==> src/rtl/frg_pkg.sv <==
package frg_pkg;
    typedef enum logic [1:0] {
        ST_FAULT   = 2'd0,
        ST_RECOVER = 2'd1,
        ST_LOCKED  = 2'd2
    } frg_state_e;
endpackage

==> src/rtl/frg_edge_sync.sv <==
// Multi-flop synchroniser followed by a rising-edge detector.
module frg_edge_sync #(
    parameter int STAGES = 2
) (
    input  logic clk_i,
    input  logic rst_ni,
    input  logic async_i,
    output logic rise_o
);
    logic [STAGES:0] sh_q;

    always_ff @(posedge clk_i or negedge rst_ni) begin
        if (!rst_ni) sh_q <= '0;
        else         sh_q <= {sh_q[STAGES-1:0], async_i};
    end

    // sh_q[STAGES-1] is the last synchroniser flop; sh_q[STAGES] its delayed copy
    assign rise_o = sh_q[STAGES-1] & ~sh_q[STAGES];
endmodule

==> src/rtl/frg_period_cnt.sv <==
// Counts clock cycles since the last restart; saturates at all-ones.
module frg_period_cnt #(
    parameter int CNT_W = 12
) (
    input  logic             clk_i,
    input  logic             rst_ni,
    input  logic             restart_i,
    output logic [CNT_W-1:0] period_o,
    output logic             sat_o,
    output logic             armed_o
);
    localparam logic [CNT_W-1:0] CNT_MAX = '1;
    localparam logic [CNT_W-1:0] CNT_ONE = CNT_W'(1);

    logic [CNT_W-1:0] cnt_q;
    logic             armed_q;

    always_ff @(posedge clk_i or negedge rst_ni) begin
        if (!rst_ni) begin
            cnt_q   <= '0;
            armed_q <= 1'b0;
        end else if (restart_i) begin
            cnt_q   <= CNT_ONE;
            armed_q <= 1'b1;
        end else if (cnt_q != CNT_MAX) begin
            cnt_q   <= cnt_q + CNT_ONE;
        end
    end

    assign period_o = cnt_q;
    assign sat_o    = (cnt_q == CNT_MAX);
    assign armed_o  = armed_q;
endmodule

==> src/rtl/frame_ratio_guard.sv <==
module frame_ratio_guard
    import frg_pkg::*;
#(
    parameter int CNT_W       = 12,
    parameter int TOL         = 4,
    parameter int SYNC_STAGES = 2
) (
    input  logic             clk_i,
    input  logic             rst_ni,
    input  logic             fclk_i,
    input  logic [CNT_W-1:0] ratio_n_i,
    input  logic             pll_locked_i,
    input  logic             det_en_i,
    output logic             mute_o,
    output logic             freeze_o,
    output logic             sync_err_o
);
    localparam int             XW    = CNT_W + 1;
    localparam logic [XW-1:0]  TOL_X = XW'(TOL);

    logic             fclk_rise;
    logic             armed;
    logic             sat;
    logic [CNT_W-1:0] period;

    frg_edge_sync #(.STAGES(SYNC_STAGES)) u_sync (
        .clk_i   (clk_i),
        .rst_ni  (rst_ni),
        .async_i (fclk_i),
        .rise_o  (fclk_rise)
    );

    frg_period_cnt #(.CNT_W(CNT_W)) u_cnt (
        .clk_i     (clk_i),
        .rst_ni    (rst_ni),
        .restart_i (fclk_rise),
        .period_o  (period),
        .sat_o     (sat),
        .armed_o   (armed)
    );

    // Window test in one extra bit so that N below TOL does not underflow
    logic [XW-1:0] per_x;
    logic [XW-1:0] n_x;
    logic          in_win;
    logic          fail_evt;
    logic          good_evt;

    always_comb begin
        per_x    = {1'b0, period};
        n_x      = {1'b0, ratio_n_i};
        in_win   = ((per_x + TOL_X) >= n_x) && (per_x <= (n_x + TOL_X));
        fail_evt = !pll_locked_i || sat || (fclk_rise && armed && !in_win);
        good_evt = fclk_rise && armed && in_win && pll_locked_i && !sat;
    end

    frg_state_e state_q;
    frg_state_e state_d;

    always_comb begin
        state_d = state_q;
        unique case (state_q)
            ST_FAULT: begin
                if (good_evt) state_d = ST_RECOVER;
            end
            ST_RECOVER: begin
                if (fail_evt)      state_d = ST_FAULT;
                else if (good_evt) state_d = ST_LOCKED;
            end
            ST_LOCKED: begin
                if (fail_evt) state_d = ST_FAULT;
            end
            default: state_d = ST_FAULT;
        endcase
    end

    always_ff @(posedge clk_i or negedge rst_ni) begin
        if (!rst_ni) state_q <= ST_FAULT;
        else         state_q <= state_d;
    end

    always_comb begin
        sync_err_o = (state_q != ST_LOCKED);
        mute_o     = det_en_i && sync_err_o;
        freeze_o   = det_en_i && sync_err_o;
    end
endmodule

==> config.mk <==
export PLATFORM = sky130hd
export DESIGN_NAME = frame_ratio_guard
export DESIGN_NICKNAME = d
export VERILOG_FILES = /design/src/rtl/frg_pkg.sv /design/src/rtl/frg_edge_sync.sv /design/src/rtl/frg_period_cnt.sv /design/src/rtl/frame_ratio_guard.sv
export SDC_FILE = /design/constraint.sdc
export NUM_CORES = 1
export LEC_CHECK = 0
export ABC_AREA = 1
export BUFFER_PORTS_ARGS = -buffer_cell sky130_fd_sc_hd__buf_4
export CAP_MARGIN = 20
export CORE_MARGIN = 4
export CORE_UTILIZATION = 44
export CTS_BUF_LIST = sky130_fd_sc_hd__clkbuf_8
export DETAILED_ROUTE_END_ITERATION = 8
export PLACE_DENSITY_LB_ADDON = 0.15
export SYNTH_ARGS = -nofsm -noshare
export SYNTH_HDL_FRONTEND = slang
export SYNTH_HIERARCHICAL = 1
export SYNTH_SLANG_ARGS = --single-unit
==> constraint.sdc <==
create_clock -name clk_i -period 2.2 [get_ports clk_i]
set_input_delay 0.22 -clock clk_i [delete_from_list [all_inputs] [get_ports clk_i]]
set_output_delay 0.22 -clock clk_i [all_outputs]
set_load 0.03 [all_outputs]
==> impl_metrics.json <==
{
  "status": "finished clean",
  "drv_slew": 0,
  "worstReg2RegEnd": "state_q[1]$_DFFE_PN0P_",
  "fp-row-count": 24,
  "use_met3": 0.01583,
  "critPathKind": "reg -> reg",
  "grt_first_pass_wirelength_um": 7279,
  "grt_use_met1": 0.2156,
  "tritoncts": "yes",
  "setup_violations": 0,
  "placed_cell_area_um2": 2381,
  "seqPwrFrac": 0.330,
  "hold_class": "in -> reg",
  "rsz0062_at_grt": "true",
  "p_sw_frac": 0.3492,
  "required_ns": 2.39,
  "slew-limit-headroom": 0.6823,
  "yosys_warnings": 6,
  "grt_pass1_vias": 1700,
  "clkPwrFrac": 0.218,
  "io_buffer_count": 19,
  "top_level_ports": 20,
  "gp_congestion": 0.8567,
  "htree_levels": 1,
  "skew_ns": 0.003167,
  "vdd_drop_max_mv": 0.3248,
  "worstMarginPinSlew_ns": 0.4760,
  "min_period_ns": 2.180,
  "area_delta_synth_final_pct": 26.79,
  "crit_end": "state_q[1]$_DFFE_PN0P_",
  "diodes": 0,
  "clk_latency_ns": 0.25,
  "clkTransAtPathRegs_ns": 0.07,
  "die_w_um": 75.56,
  "vias": 1878,
  "power.density_nw_per_um2": 473.4,
  "drt_first_pass_iters": 5,
  "final_area_um2": 2546,
  "drc": 0,
  "synth_nets": 332,
  "ys_seq_elements": 18,
  "switching_power_w": 0.0004208,
  "finalHoldViolations": 0,
  "numCtsBuffers": 3,
  "dieArea_um2": 5709,
  "grt_max_degree": 19,
  "antenna_found_initial": 0,
  "ys_seq_area_frac": 0.2243,
  "fmax_ghz": 0.4587,
  "routed_wl_um": 4271,
  "ff2ff_path_depth": 16,
  "synth_cell_types": 33,
  "grt.busiest_layer": "met2",
  "setup_slack_ns": 0.01982,
  "crit_path_start_kind": "flop",
  "final_common_cell": "nand2_1",
  "endpoint_kind": "flop",
  "p_comb_frac": 0.452,
  "gr-usage-met2": 0.2886,
  "p_leak_nw": 1.421,
  "syn-mean-instance-area_um2": 6.925,
  "track_usage": 0.1640,
  "root_buffer": "clkbuf_8",
  "p_int_w": 0.0007844,
  "die_y_um": 75.56,
  "reg2reg_slack_ns": 0.02,
  "drtIter0Drc": 57,
  "cts.sinks": 18,
  "cts_buffer_depth": 2,
  "max_cap_violations": 0,
  "viasPerCell": 4.766,
  "grt_overflow": 0,
  "syn-cell-area_um2": 2008,
  "arrival_ns": 2.37,
  "start_util": 0.4580,
  "hpwlAfterDp_um": 3629,
  "design.final.nets": 385,
  "mostFrequentLayoutCells": "nand2_1 (68), inv_1 (51), buf_4 (49)",
  "drive_gt1_frac": 0.2719,
  "path_max_fanout": 4,
  "coreArea_um2": 4384,
  "wl_per_cell_um": 10.84,
  "syn_inst": 290,
  "setup.worst_path.start": "u_cnt/period_o[3]$_DFFE_PN0P_",
  "worstReg2RegStart": "u_cnt/period_o[3]$_DFFE_PN0P_",
  "ant_nets": 0,
  "timing.final.crit_share": 0.9910,
  "dp_slack_ns": -0.2874
}
-- cells in the mapped netlist, drive strengths merged --
cell type	count	area (um2)
nand4	6	37.54
nor2	31	168.9
o21ai	4	20.01
inv	54	202.7
ha	25	312.8
xor2	11	96.34
dfrtp	18	450.4
buf	1	7.510
clkinv	3	16.27
or4	1	7.510
clkbuf	1	7.510
a31oi	2	12.51
nand3	29	177.7
a21oi	8	40.04
a21boi	2	15.02
xnor2	5	43.79
or2	1	6.260
and2	1	6.260
nor3	6	40.04
o21bai	2	15.01
nand2	78	317.8
and3	1	6.260
-- what timing repair did --
item                       4_1_cts  5_1_grt
hold buffers                     1        0
pin swaps                       13       17
hold endpoints to repair        18        0
setup endpoints to repair        2        2
setup buffers                    4        2
resized for setup               10        5
-- power groups by stage --
stage / clock network, W / registers (W) / logic (W)
final: 0.000263 / 0.000397 / 0.000545
after global routing: 0.000289 / 0.000403 / 0.000615
after CTS: 0.000278 / 0.000396 / 0.000537
after detailed placement: 0 / 0.000407 / 0.000479
after global placement: 0 / 0.000405 / 0.000471
after floorplan: 0 / 0.000414 / 0.000280
-- cell type report --
cell class / count / area, um2
Fill cell: 436 / 1838
Timing Repair Buffer: 50 / 377.9
Multi-Input combinational cell: 213 / 1378
Tap cell: 52 / 65.06
Sequential cell: 18 / 451.7
Inverter: 57 / 219.0
Clock buffer: 4 / 55.05
-- cells by family (layout without fill, tap and decap cells) --
group / after synthesis / in the layout / share of synthesized area
AOI/OAI and AO/OA: 18 / 18 / 0.05109
xor gates and xnor gates: 16 / 16 / 0.06978
and+or+nand+nor: 154 / 154 / 0.3826
adders and majority gates: 25 / 25 / 0.1558
DFF: 18 / 18 / 0.2243
buffers and inverters: 59 / 111 / 0.1165
-- flip-flops by register name, summed over array words and instances (netlist names) --
| name | cells |
|---|---|
| u_sync/sh_q | 3 |
| u_cnt/period_o | 12 |
| u_cnt/armed_o | 1 |
| state_q | 2 |
-- through the flow --
| step | hold WS [ns] | TNS (ns) | utilization | power [W] | cells |
|---|---|---|---|---|---|
| floorplan | -0.07559 | 0 | - | 0.0006933 | 290 |
| global placement | 0.1020 | -0.2596 | 0.5431 | 0.0008766 | 383 |
| detailed placement | 0.1068 | -0.4728 | 0.5431 | 0.0008858 | 383 |
| CTS | 0.06500 | -0.02887 | 0.5733 | 0.001210 | 392 |
| global route | 0.06213 | -0.2951 | 0.5808 | 0.001307 | 394 |
| finish | 0.07320 | 0 | 0.5808 | 0.001205 | 394 |
-- layer usage --
metal | share of wire | wire, um
met4 | 0.0082 | 35
met3 | 0.020 | 87
met1 | 0.47 | 1990
met5 | 0 | 0
met2 | 0.51 | 2158
-- worst max-delay path, stage by stage (launching register included) --
cell and delay, ns:
dfrtp_1 0.38, ha_2 0.22, nand3_4 0.09, nor2_4 0.14, nand2_2 0.08, xnor2_2 0.13
ha_1 0.31, inv_1 0.05, nor2_2 0.13, nand2_1 0.07, a21oi_1 0.11, nand2_1 0.07
nand3_2 0.08, nand2_2 0.06, nand2_1 0.05, nand3_1 0.06, nand2_1 0.08
-- worst min path at each step --
stage,startpoint,end,slack [ns],depth (start not counted)
floorplan,rst_ni,state_q[0]$_DFFE_PN0P_,-0.08,0
global placement,rst_ni,u_sync/sh_q[0]$_DFF_PN0_,0.10,1
detailed placement,rst_ni,u_sync/sh_q[0]$_DFF_PN0_,0.11,1
CTS,fclk_i,u_sync/sh_q[0]$_DFF_PN0_,0.06,1
global route,fclk_i,u_sync/sh_q[0]$_DFF_PN0_,0.06,1
finish,fclk_i,u_sync/sh_q[0]$_DFF_PN0_,0.07,1
(Power assumes the default switching activity.)
